`src/rtl/fcb_pkg.sv`:
```
package fcb_pkg;

    localparam logic [5:0] OPC_COP1    = 6'h11;
    localparam logic [5:0] OPC_COP1X   = 6'h13;
    localparam logic [5:0] OPC_SPECIAL = 6'h00;
    localparam logic [4:0] FMT_BRANCH  = 5'h08;
    localparam logic [4:0] FMT_SGL     = 5'h10;
    localparam logic [4:0] FMT_DBL     = 5'h11;
    localparam logic [5:0] FN_MOVCF    = 6'h11;
    localparam logic [5:0] FN_MOVZ     = 6'h12;
    localparam logic [5:0] FN_MOVN     = 6'h13;
    localparam logic [5:0] FN_INT_MOVC = 6'h01;
    localparam logic [1:0] CE_COP1     = 2'd1;

    typedef enum logic [2:0] {
        K_NONE,
        K_BRANCH,
        K_FMOVC,
        K_FMOVZ,
        K_FMOVN,
        K_FUSED,
        K_IMOVC,
        K_OTHER
    } kind_e;

    typedef struct packed {
        logic       valid;
        logic       taken;
        logic       not_taken;
        logic       skip;
        logic       mv;
        logic       cpu;
        logic [1:0] ce;
        logic       ii;
    } flags_t;

endpackage

```
`src/rtl/fcb_decode.sv`:
```
module fcb_decode
    import fcb_pkg::*;
(
    input  logic [31:0] ins,
    output kind_e       kind,
    output logic        sense,
    output logic        likely,
    output logic        gated
);
    logic [5:0] major;
    logic [4:0] fmt;
    logic [5:0] fn;
    logic       fp_fmt;

    assign major  = ins[31:26];
    assign fmt    = ins[25:21];
    assign fn     = ins[5:0];
    assign sense  = ins[16];
    assign likely = ins[17];
    assign fp_fmt = (fmt == FMT_SGL) || (fmt == FMT_DBL);

    always_comb begin
        kind = K_NONE;
        if (major == OPC_COP1) begin
            if (fmt == FMT_BRANCH)                  kind = K_BRANCH;
            else if (fp_fmt && fn == FN_MOVCF)      kind = K_FMOVC;
            else if (fp_fmt && fn == FN_MOVZ)       kind = K_FMOVZ;
            else if (fp_fmt && fn == FN_MOVN)       kind = K_FMOVN;
            else                                    kind = K_OTHER;
        end else if (major == OPC_COP1X) begin
            kind = K_FUSED;
        end else if (major == OPC_SPECIAL && fn == FN_INT_MOVC) begin
            kind = K_IMOVC;
        end
    end

    assign gated = (kind == K_FMOVC) || (kind == K_FMOVZ) ||
                   (kind == K_FMOVN) || (kind == K_FUSED);

endmodule

```
`src/rtl/fcb_target.sv`:
```
module fcb_target #(
    parameter int PCW = 32
) (
    input  logic [PCW-1:0] npc,
    input  logic [15:0]    imm,
    output logic [PCW-1:0] tgt,
    output logic [PCW-1:0] seq
);
    localparam int OFSW = 18;
    localparam int EXTW = PCW - OFSW;

    logic [OFSW-1:0] ofs18;
    logic [PCW-1:0]  ofs;

    assign ofs18 = {imm, 2'b00};

    generate
        if (EXTW > 0) begin : g_wide
            assign ofs = {{EXTW{ofs18[OFSW-1]}}, ofs18};
        end else begin : g_narrow
            assign ofs = ofs18[PCW-1:0];
        end
    endgenerate

    assign tgt = npc + ofs;
    assign seq = npc + PCW'(4);

endmodule

```
`src/rtl/fcb_unit.sv`:
```
module fcb_unit
    import fcb_pkg::*;
#(
    parameter int PCW = 32
) (
    input  logic           clk,
    input  logic           rst_n,
    input  logic           ins_valid,
    input  logic [31:0]    ins_word,
    input  logic [PCW-1:0] npc,
    input  logic           fcc,
    input  logic           cu1_en,
    input  logic           user_mode,
    input  logic           xisa_en,
    input  logic           rt_zero,
    output logic           out_valid,
    output logic           br_taken,
    output logic           br_not_taken,
    output logic [PCW-1:0] br_target,
    output logic           slot_skip,
    output logic [PCW-1:0] skip_pc,
    output logic           mv_en,
    output logic           exc_cpu,
    output logic [1:0]     exc_ce,
    output logic           exc_ii
);
    typedef struct packed {
        flags_t         f;
        logic [PCW-1:0] tgt;
        logic [PCW-1:0] skp;
    } state_t;

    state_t st_d, st_q;

    kind_e          kind;
    logic           sense, likely, gated;
    logic [PCW-1:0] tgt_c, seq_c;

    fcb_decode u_dec (
        .ins    (ins_word),
        .kind   (kind),
        .sense  (sense),
        .likely (likely),
        .gated  (gated)
    );

    fcb_target #(.PCW(PCW)) u_tgt (
        .npc (npc),
        .imm (ins_word[15:0]),
        .tgt (tgt_c),
        .seq (seq_c)
    );

    always_comb begin
        st_d = '0;
        if (ins_valid) begin
            st_d.f.valid = 1'b1;
            if (kind != K_NONE && !cu1_en) begin
                st_d.f.cpu = 1'b1;
                st_d.f.ce  = CE_COP1;
            end else if (gated && user_mode && !xisa_en) begin
                st_d.f.ii = 1'b1;
            end else begin
                unique case (kind)
                    K_BRANCH: begin
                        if (sense == fcc) begin
                            st_d.f.taken = 1'b1;
                            st_d.tgt     = tgt_c;
                        end else begin
                            st_d.f.not_taken = 1'b1;
                            if (likely) begin
                                st_d.f.skip = 1'b1;
                                st_d.skp    = seq_c;
                            end
                        end
                    end
                    K_FMOVC, K_IMOVC: st_d.f.mv = (sense == fcc);
                    K_FMOVZ:          st_d.f.mv = rt_zero;
                    K_FMOVN:          st_d.f.mv = !rt_zero;
                    default:          st_d.f.mv = 1'b0;
                endcase
            end
        end
    end

    always_ff @(posedge clk) begin
        if (!rst_n) st_q <= '0;
        else        st_q <= st_d;
    end

    assign out_valid    = st_q.f.valid;
    assign br_taken     = st_q.f.taken;
    assign br_not_taken = st_q.f.not_taken;
    assign br_target    = st_q.tgt;
    assign slot_skip    = st_q.f.skip;
    assign skip_pc      = st_q.skp;
    assign mv_en        = st_q.f.mv;
    assign exc_cpu      = st_q.f.cpu;
    assign exc_ce       = st_q.f.ce;
    assign exc_ii       = st_q.f.ii;

    AST_STROBE_LATENCY: assert property (@(posedge clk) disable iff (!rst_n)
        ins_valid |=> out_valid);
    AST_IDLE_QUIET: assert property (@(posedge clk) disable iff (!rst_n)
        !ins_valid |=> !(out_valid || br_taken || br_not_taken || mv_en || exc_cpu || exc_ii));
    AST_CPU_FIRST: assert property (@(posedge clk) disable iff (!rst_n)
        (ins_valid && !cu1_en && ins_word[31:26] == OPC_COP1) |=> (exc_cpu && !exc_ii));
    AST_CPU_CE: assert property (@(posedge clk) disable iff (!rst_n)
        exc_cpu |-> (exc_ce == CE_COP1));
    AST_EXC_QUIET: assert property (@(posedge clk) disable iff (!rst_n)
        (exc_cpu || exc_ii) |-> !(br_taken || br_not_taken || slot_skip || mv_en));
    AST_BR_EXCL: assert property (@(posedge clk) disable iff (!rst_n)
        !(br_taken && br_not_taken));
    AST_SKIP_NT: assert property (@(posedge clk) disable iff (!rst_n)
        slot_skip |-> br_not_taken);
    AST_ONE_EXC: assert property (@(posedge clk) disable iff (!rst_n)
        $countones({exc_cpu, exc_ii}) <= 1);

endmodule

```
`config.mk`:
```
export PLATFORM = sky130hd
export DESIGN_NAME = fcb_unit
export DESIGN_NICKNAME = d
export VERILOG_FILES = /design/src/rtl/fcb_pkg.sv /design/src/rtl/fcb_decode.sv /design/src/rtl/fcb_target.sv /design/src/rtl/fcb_unit.sv
export SDC_FILE = /design/constraint.sdc
export NUM_CORES = 1
export LEC_CHECK = 0
export BUFFER_PORTS_ARGS = -buffer_cell sky130_fd_sc_hd__buf_2
export CORE_UTILIZATION = 40
export CTS_BUF_LIST = sky130_fd_sc_hd__clkbuf_4
export DETAILED_ROUTE_END_ITERATION = 12
export HOLD_SLACK_MARGIN = 0.06
export PLACE_DENSITY_LB_ADDON = 0.2
export SLEW_MARGIN = 0
export SYNTH_ARGS = -nofsm -noshare
export SYNTH_HDL_FRONTEND = slang
export SYNTH_SLANG_ARGS = --single-unit
```
`constraint.sdc`:
```
create_clock -name clk -period 5.6 [get_ports clk]
set_clock_uncertainty 0.1 [all_clocks]
set_input_delay 0.84 -clock clk [delete_from_list [all_inputs] [get_ports clk]]
set_output_delay 0.84 -clock clk [all_outputs]
set_load 0.005 [all_outputs]
```
==> impl_metrics.tcl <==
set metrics [dict create \
    max_cap_viol_count 0 \
    netlist_area_um2 4103 \
    layout.cells.non_filler 769 \
    port_buffers 140 \
    drt_iter0_drc 145 \
    grt_remaining_overflow 0 \
    die_x_um 103.3 \
    synth_cell_types 51 \
    avgSynthCellArea_um2 8.288 \
    hp-class "in -> reg" \
    yosysTopAreaCellShare 0.3464 \
    ys_ff_latch 71 \
    dieArea_um2 10670 \
    rsz0062_at_grt "false" \
    fmax_ghz 0.3476 \
    period_needed_ps 2877 \
    cp.arrival_ps 3070 \
    min_to "br_target[1]" \
    power_density_nw_per_um2 216.4 \
    vdd_ir_drop_max_v 0.00009848 \
    hold_start "npc[1]" \
    pwr-share-clk 0.295 \
    wl_um 10640 \
    relSlewSlack 0.6512 \
    seqPwrFrac 0.465 \
    swShare 0.3070 \
    intPower_uw 753.5 \
    drive_above_1_share 0.2673 \
    drt-wirelength-per-cell_um 13.83 \
    gp_congestion 0.8611 \
    drv_slew 0 \
    htreeDepth 3 \
    place_hpwl_um 8322 \
    syn-num-nets 598 \
    yosys-top-cells-area "dfxtp_1, ha_1, xor2_1" \
    io_pins 145 \
    path_cells "buf_2, ha_1, inv_1, fa_1, nor2b_1, o2111ai_1, a21oi_1, nor3_1, o211ai_1, a31oi_1, xor2_1, nor2_1" \
    worstMarginPinSlew_ps 520.0 \
    root_buffer "clkbuf_4" \
    synth_cells 495 \
    cts_hold_buffers 0 \
    p_leak_uw 0.002411 \
    antenna_left 0 \
    hold_viol 0 \
    period_share 0.5137 \
    track_usage 0.2104 \
    worst_setup_path_start_kind "primary input" \
    grt_pass1_wl_um 17250 \
    fillers 982 \
    final_util 0.5094 \
    vias 3878 \
    grt_pass1_vias 3648 \
    setup_tns_ps 0 \
    cts_sinks 71 \
    grt_max_degree 34 \
    antenna_found_initial 0 \
    critPathSlowestCell "fa_1" \
    hold_slack_ps 550.8 \
    syn2layout_area_growth_pct 22.48 \
    diodes 0 \
    cp_data_required_time_ps 5800 \
    clk_pin_slew_ps 110 \
    endpoint_kind "flip-flop" \
    viasPerCell 5.043 \
    ys_seq_area_frac 0.3464 \
    die_h_um 103.3 \
    setup_viol 0 \
    synth_largest_area_cell "dfxtp_1" \
    tritoncts "done" \
    status "complete, no violations" \
    initial_core_util 0.4159 \
    post-cts-setup-buffers 0 \
    remaining_drc_errors 0 \
    total_power_uw 1087 \
    layout.nets 734 \
    critical_path_class "in -> reg" \
    clockBufferDepth 2 \
    core_um2 9864 \
    critPathMaxFanout 6 \
    p_switching_uw 333.8 \
    hold_depth 3 \
    numCtsBuffers 9 \
    place_inst 753 \
    yosys_warnings 0 \
    drt_pass1_iterations 6 \
    rows 36 \
    p_comb_frac 0.240 \
    cp_slowest_stage_delay_ps 380 \
    cts_resized 0 \
]
[layer usage]
layer / track usage / up-vias / part of all wire
li1: - / 1998 / -
met1: 0.2820 / 1750 / 0.47
met2: 0.3354 / 124 / 0.45
met3: 0.03159 / 6 / 0.064
met4: 0.09426 / 0 / 0.0093
met5: 0 / - / 0
[power groups by stage]
stage | sequential [uW] | clock, uW | combinational (uW)
2_1_floorplan | 517 | 0 | 178
3_5_place_dp | 517 | 0 | 255
6_report | 505 | 321 | 261
5_1_grt | 506 | 357 | 292
3_3_place_gp | 517 | 0 | 256
4_1_cts | 505 | 333 | 259
[cell families (layout without fill, tap and decap cells)]
logic type	Yosys count	count (layout)	share of synthesized area
fa+ha+maj	31	31	0.09637
buf+inv	35	176	0.03995
compound gates	95	95	0.1516
mux	1	1	0.002440
flops	71	71	0.3464
simple gates	204	204	0.2406
other cells	1	1	0.0009140
xor+xnor	57	57	0.1217
[cells in the final DEF, fill, tap and decap left out, drive strengths merged, types with 3 or more instances in the layout]
cell type / netlist / layout
xnor2: 21 / 21
and2: 6 / 6
nand3: 22 / 22
nor3: 12 / 12
clkinv: 0 / 3
nor2b: 4 / 4
o211ai: 4 / 4
o21a: 3 / 3
buf: 7 / 142
dfxtp: 71 / 71
o21ai: 15 / 15
a21oi: 36 / 36
a31oi: 6 / 6
and4: 5 / 5
nand2b: 5 / 5
o21bai: 3 / 3
ha: 30 / 30
and3: 7 / 7
a211oi: 4 / 4
nor4: 5 / 5
nor2: 83 / 83
a21o: 12 / 12
or3: 3 / 3
nand2: 35 / 35
inv: 18 / 18
nand4: 13 / 13
xor2: 36 / 36
clkbuf: 10 / 10
[critical path, delay by kind of cell]
kind                     cells  cell delay, ps
XOR/XNOR                     1             150
adder cells (fa/ha/maj)      2             560
AO/OA/AOI/OAI                4             920
buffers and inverters        2             200
AND/OR/NAND/NOR              3             400
[state kept, by name, summed over array words and instances (netlist names)]
signal,count
br_not_taken,1
br_taken,1
br_target,32
exc_ce,1
exc_ii,1
mv_en,1
out_valid,1
skip_pc,32
slot_skip,1
[cell type report]
| type | instances | area [um^2] | share of cell area |
|---|---|---|---|
| multi-input cells | 389 | 2517 | 0.5010 |
| clock buffers | 10 | 75.07 | 0.01494 |
| repair buffers | 142 | 715.7 | 0.1424 |
| clock inverters | 6 | 61.31 | 0.01220 |
| inverters | 18 | 67.56 | 0.01345 |
| flip-flops and latches | 71 | 1421 | 0.2829 |
| well taps | 133 | 166.4 | 0.03312 |
[synth_stat cells, drive strengths merged]
cell and count:
nand2b 5, a221o 1, conb 1, nor2b 4, o21bai 3, nor4b 1
o211a 1, dfxtp 71, o211ai 4, nand4bb 1, a211oi 4, ha 30
nand3 22, o2111ai 2, mux2i 1, clkbuf 10, nand2 35, nor3 12
and4 5, a31o 2, inv 18, and2 6, o21ai 15, nand4 13
a21oi 36, nor4 5, nor3b 2, o31ai 2, xnor2 21, a31oi 6
and3 7, a41oi 2, o22ai 1, a41o 1, or3 3, xor2 36
o21a 3, buf 7, a21o 12, fa 1, nor2 83
[worst max-delay path by stage]
stage	startpoint	cells past startpoint	slack [ps]	to
floorplan	ins_word[15]	10	2860	br_target[28]
global placement	npc[2]	12	2350	br_target[28]
detailed placement	npc[2]	12	2310	br_target[28]
CTS	npc[2]	12	2750	br_target[24]
global route	npc[2]	12	2600	br_target[24]
finish	npc[2]	12	2720	br_target[24]
[stage by stage]
step	area [um^2]	setup slack [ps]
finish	5025	2723
global route	5025	2597
CTS	5025	2750
detailed placement	4888	2309
global placement	4888	2347
floorplan	4103	2864
(Power assumes the default switching activity.)
